==> config.mk <==
export PLATFORM = sky130hd
export DESIGN_NAME = bitops_unit
export DESIGN_NICKNAME = d
export VERILOG_FILES = /design/src/rtl/bitops_unit.sv
export SDC_FILE = /design/constraint.sdc
export NUM_CORES = 1
export LEC_CHECK = 0
export ABC_CLOCK_PERIOD_IN_PS = 2500
export BUFFER_PORTS_ARGS = -buffer_cell sky130_fd_sc_hd__buf_2
export CORE_UTILIZATION = 35
export DETAILED_ROUTE_END_ITERATION = 7
export GPL_ROUTABILITY_DRIVEN = 0
export PLACE_DENSITY = 0.67
export RECOVER_POWER = 25
export SETUP_SLACK_MARGIN = 0.2
export SLEW_MARGIN = 20
export SYNTH_ARGS = -nofsm -noshare
export SYNTH_HDL_FRONTEND = slang
export SYNTH_SLANG_ARGS = --single-unit
==> constraint.sdc <==
create_clock -name clk -period 2.5 [get_ports clk]
set_input_delay 0.5 -clock clk [delete_from_list [all_inputs] [get_ports clk]]
set_output_delay 0.5 -clock clk [all_outputs]
set_load 0.01 [all_outputs]
==> src/rtl/bitops_unit.sv <==
module bitops_unit #(
  parameter int W = 32
) (
  input  logic         clk,
  input  logic         rst,
  input  logic         in_valid,
  input  logic [3:0]   op,
  input  logic [W-1:0] operand,
  input  logic [2:0]   imm3,
  input  logic         v_in,
  output logic [W-1:0] result,
  output logic         out_valid,
  output logic         flag_n,
  output logic         flag_z,
  output logic         flag_v,
  output logic         flag_c
);
  localparam int CW = $clog2(W) + 1;
  localparam int NB = W / 8;
  localparam logic [3:0] OP_BREV = 4'd0, OP_BSWP = 4'd1, OP_LONE = 4'd2,
                         OP_SAT  = 4'd3, OP_SXB  = 4'd4, OP_SXW  = 4'd5,
                         OP_ZXB  = 4'd6, OP_ZXW  = 4'd7, OP_IMM  = 4'd8;

  logic [W-1:0] brev, bswp, lone, sat, nxt;
  logic [CW-1:0] cnt;

  always_comb begin
    for (int i = 0; i < W; i++) brev[i] = operand[W-1-i];
    for (int b = 0; b < NB; b++) bswp[8*b +: 8] = operand[8*(NB-1-b) +: 8];
    cnt = CW'(W);
    for (int i = 0; i < W; i++) if (operand[i]) cnt = CW'(W-1-i);
  end

  assign lone = W'(cnt);
  assign sat  = !v_in ? operand :
                (operand[W-1] ? {1'b0, {(W-1){1'b1}}} : {1'b1, {(W-1){1'b0}}});

  always_comb begin
    case (op)
      OP_BREV: nxt = brev;
      OP_BSWP: nxt = bswp;
      OP_LONE: nxt = lone;
      OP_SAT:  nxt = sat;
      OP_SXB:  nxt = {{(W-8){operand[7]}}, operand[7:0]};
      OP_SXW:  nxt = {{(W-16){operand[15]}}, operand[15:0]};
      OP_ZXB:  nxt = {{(W-8){1'b0}}, operand[7:0]};
      OP_ZXW:  nxt = {{(W-16){1'b0}}, operand[15:0]};
      OP_IMM:  nxt = {{(W-3){imm3 == 3'd0}}, (imm3 == 3'd0) ? 3'b111 : imm3};
      default: nxt = '0;
    endcase
  end

  wire legal    = in_valid && (op <= OP_IMM);
  wire set_flag = in_valid && (op >= OP_LONE) && (op <= OP_IMM);

  always_ff @(posedge clk) begin
    if (rst) begin
      result    <= '0;
      out_valid <= 1'b0;
      {flag_n, flag_z, flag_v, flag_c} <= 4'b0;
    end else begin
      out_valid <= legal;
      if (legal) result <= nxt;
      if (set_flag) begin
        flag_n <= nxt[W-1];
        flag_z <= (nxt == '0);
        flag_v <= 1'b0;
        flag_c <= 1'b0;
      end
    end
  end


  reset_clear_chk: assert property (@(posedge clk) rst |=> !out_valid && result == '0);

  idle_hold_chk: assert property (@(posedge clk) disable iff (rst)
    !in_valid |=> !out_valid && $stable(result));

  lone_range_chk: assert property (@(posedge clk) disable iff (rst)
    (in_valid && op == OP_LONE) |=> result <= W);

  flag_clear_chk: assert property (@(posedge clk) disable iff (rst)
    set_flag |=> !flag_v && !flag_c && (flag_z == (result == '0)) && (flag_n == result[W-1]));

  flag_keep_chk: assert property (@(posedge clk) disable iff (rst)
    (in_valid && op <= OP_BSWP) |=> $stable({flag_n, flag_z, flag_v, flag_c}));

  reserved_drop_chk: assert property (@(posedge clk) disable iff (rst)
    (in_valid && op > OP_IMM) |=> !out_valid && $stable(result));
endmodule

==> summary.log <==
INFO  worst_hold_path hold_path.class=reg2reg
INFO  timing         final-hold-violation-count=0
INFO  synthesis      synthesis.area=2830µm²
INFO  finish         area.growth.synth_to_final=25.6%
INFO  worst_setup_path worst_setup_path_start_kind=input pin
INFO  global_routing grt_first_pass_wirelength=15.8mm
INFO  finish         layout_commonest_cell=sky130_fd_sc_hd__nor2_1
INFO  clocking       cts.clk_slew.worst_paths=70ps
INFO  timing         grt_setup_unrepaired=false
INFO  floorplan      dieArea=8460µm²
INFO  worst_setup_path timing_worst_setup_path_type=in2reg
INFO  global_routing track_usage=23.5%
INFO  timing         final_max_slew_viol_count=0
INFO  outcome        run_status=complete, no violations
INFO  clocking       count_of_hold_fix_buffers_inserted_at_cts=0
INFO  clocking       cts_inserted_buffers=5
INFO  floorplan      boundaryPins=80
INFO  worst_setup_path critPathMaxStageDelay=440ps
INFO  detailed_routing firstDrtPassIters=5
INFO  detailed_routing detail_route.iter0.violations=321
INFO  synthesis      synth-seq-cells=35
INFO  worst_setup_path critical_path.cell_chain=buf_2, buf_4, or4bb_1, o22ai_2, a31o_2, a221oi_4, nand4_1, or4_1, o31ai_2
INFO  timing         timing.setup.tns=0ps
INFO  floorplan      dieWidth=92.0µm
INFO  detailed_routing vias_per_cell=5.93
INFO  run            max_cap_violations=0
INFO  detailed_routing vias=3322
INFO  worst_setup_path critical-path-slowest-cell=sky130_fd_sc_hd__or4_1
INFO  synthesis      post_synth_num_cell_types=66
INFO  floorplan      core_rows=32
INFO  timing         min_period_over_period=89.7%
INFO  clocking       ctsLongestPathBuffers=2
INFO  detailed_routing routed_wirelength=9.88mm
INFO  finish         diodes=0
INFO  synthesis      synth_edf_count=0
INFO  power          irDropWorstVdd=0.000265V
INFO  synthesis      synth_warnings=0
INFO  clocking       tritoncts_clock_tree=done
INFO  timing         skew=0ps
INFO  timing         post-route-min-period=2240ps
INFO  clocking       clkSinkCount=35
INFO  placement      number_of_buffers_inserted_by_port_buffering=77
INFO  clocking       ctsRootBufferMaster=sky130_fd_sc_hd__clkbuf_8
INFO  timing         worstMarginPinSlew=818ps
INFO  timing         slew-limit-headroom=45.0%
INFO  placement      detailed_place_hpwl=7.70mm
INFO  floorplan      die_height=92.0µm
INFO  synthesis      synth_sequential_area_ratio=24.7%
INFO  worst_setup_path worst_setup_path_end_kind=flip-flop
INFO  synthesis      synth_area_per_cell=7.51µm²
INFO  synthesis      synthCells=377
INFO  synthesis      synthFlopType=sky130_fd_sc_hd__dfxtp_1
INFO  worst_setup_path worstPathMaxFanout=10
INFO  global_routing grt_max_degree=36
INFO  finish         instances_no_fill=560
INFO  global_routing grt_overflow_total=0
INFO  global_routing number_of_antenna_violations_at_the_first_check_in_global_routing=0
INFO  power          power_density=483nW/µm²
INFO  timing         timing.fmax=446MHz
INFO  detailed_routing ant_nets=0
INFO  timing         setup_viol_count_final=0
INFO  clocking       htree_num_levels=2
INFO  worst_setup_path critical_path_arrival=2450ps
INFO  global_routing first_global_vias=3081
INFO  detailed_routing post_route_drc_violation_count=0
INFO  placement      post-place-cells=552
INFO  floorplan      start_util=36.5%
INFO  worst_setup_path critPathRequiredTime=2710ps
INFO  finish         final_nets=500
INFO  synthesis      synth_async_sr_flop_share=0%
INFO  finish         fraction_of_layout_cells_with_a_size_suffix_above_1=24.9%
INFO  power          total_leakage_power=1.47nW
INFO  finish         commonest_cells_after_routing_fill_and_taps_aside=80 x sky130_fd_sc_hd__nor2_1, 60 x sky130_fd_sc_hd__buf_2, 35 x sky130_fd_sc_hd__dfxtp_1
INFO  floorplan      core_area=7770µm²
INFO  detailed_routing routed_wire_length_per_instance=17.6µm
INFO  clocking       clkLatencyLatePin=280ps
[layer usage]
metal  track usage [%]  vias up  routed length [µm]
met5                 0        -                   0
met4              7.68        0                 191
met3              4.73       19                 925
met2              37.1      184                4420
met1              32.0     1539                4340
li1                  -     1580                   -
[cells in the mapped netlist, types with 4 or more instances]
master / instances / area [µm²]
sky130_fd_sc_hd__mux2i_1: 29 / 290
sky130_fd_sc_hd__nor2_1: 80 / 300
sky130_fd_sc_hd__nand2_1: 13 / 48.8
sky130_fd_sc_hd__o21ai_0: 20 / 100
sky130_fd_sc_hd__inv_1: 7 / 26.3
sky130_fd_sc_hd__o211ai_1: 4 / 30.0
sky130_fd_sc_hd__o22ai_1: 13 / 81.3
sky130_fd_sc_hd__nor4_1: 8 / 50.1
sky130_fd_sc_hd__a21oi_1: 15 / 75.1
sky130_fd_sc_hd__buf_4: 8 / 60.1
sky130_fd_sc_hd__buf_2: 9 / 45.0
sky130_fd_sc_hd__a211oi_1: 15 / 113
sky130_fd_sc_hd__nor2b_1: 5 / 31.3
sky130_fd_sc_hd__nor3_1: 15 / 75.1
sky130_fd_sc_hd__a311oi_1: 10 / 87.6
sky130_fd_sc_hd__nand3_1: 5 / 25.0
sky130_fd_sc_hd__dfxtp_1: 35 / 701
sky130_fd_sc_hd__nand4_1: 6 / 37.5
sky130_fd_sc_hd__clkbuf_1: 10 / 37.5
[cell families (layout without fill, tap and decap cells)]
logic type | after synthesis | after routing | synth area share [%]
DFF | 35 | 35 | 24.7
and+or+nand+nor | 155 | 155 | 26.7
xor gates and xnor gates | 1 | 1 | 0.309
buffers and inverters | 40 | 120 | 7.55
other | 1 | 2 | 0.132
AOI/OAI and AO/OA | 114 | 114 | 29.4
muxes | 31 | 31 | 11.2
[what timing repair did]
item / CTS / global route
setup buffers: 0 / 0
resized for setup: 0 / 3
setup endpoints to repair: 0 / 1
hold endpoints to repair: 0 / 0
[flip-flops by register name (all words and copies together), names as in the netlist]
register	flops
flag_z	1
out_valid	1
flag_n	1
result	32
[final cells by class]
| type | instances | area, µm² |
|---|---|---|
| multi-input cells | 303 | 1950 |
| fillers | 819 | 4210 |
| clock buffers | 6 | 72.6 |
| inverters | 7 | 26.3 |
| well taps | 102 | 128 |
| clock inverters | 2 | 60.1 |
| flip-flops and latches | 35 | 701 |
| repair buffers | 105 | 624 |
[critical path, delay by kind of cell]
family	cells	cell delay, ps
buf+inv	2	330
simple gates	3	750
compound gates	4	860
[per-stage QoR]
stage / utilization [%] / setup WS (ps) / power (mW) / instance area (µm²) / hold slack (ps)
floorplan: - / 347 / 0.911 / 2840 / 481
global placement: 44.1 / 75.6 / 1.11 / 3420 / 468
detailed placement: 44.1 / -8.72 / 1.11 / 3420 / 474
CTS: 45.8 / 282 / 1.71 / 3560 / 486
global route: 45.8 / 206 / 1.80 / 3560 / 517
finish: 45.8 / 258 / 1.72 / 3560 / 478
[worst paths after layout]
| check | from | end | slack (ps) | depth (start not counted) |
|---|---|---|---|---|
| max reg2reg | flag_z$_SDFFE_PP0P_ | flag_z$_SDFFE_PP0P_ | 1740 | 3 |
| max | op[2] | flag_z$_SDFFE_PP0P_ | 260 | 9 |
| min reg2reg | result[1]$_SDFFE_PP0P_ | result[1]$_SDFFE_PP0P_ | 480 | 2 |
| min | result[1]$_SDFFE_PP0P_ | result[1]$_SDFFE_PP0P_ | 480 | 2 |
[report_power, final]
group	internal [mW]	total [mW]	switching [mW]
registers	0.595	0.615	0.0198
logic	0.200	0.493	0.293
clock network	0.399	0.609	0.210
total	1.19	1.72	0.523
Note: power is estimated with default switching activity, not from simulation.
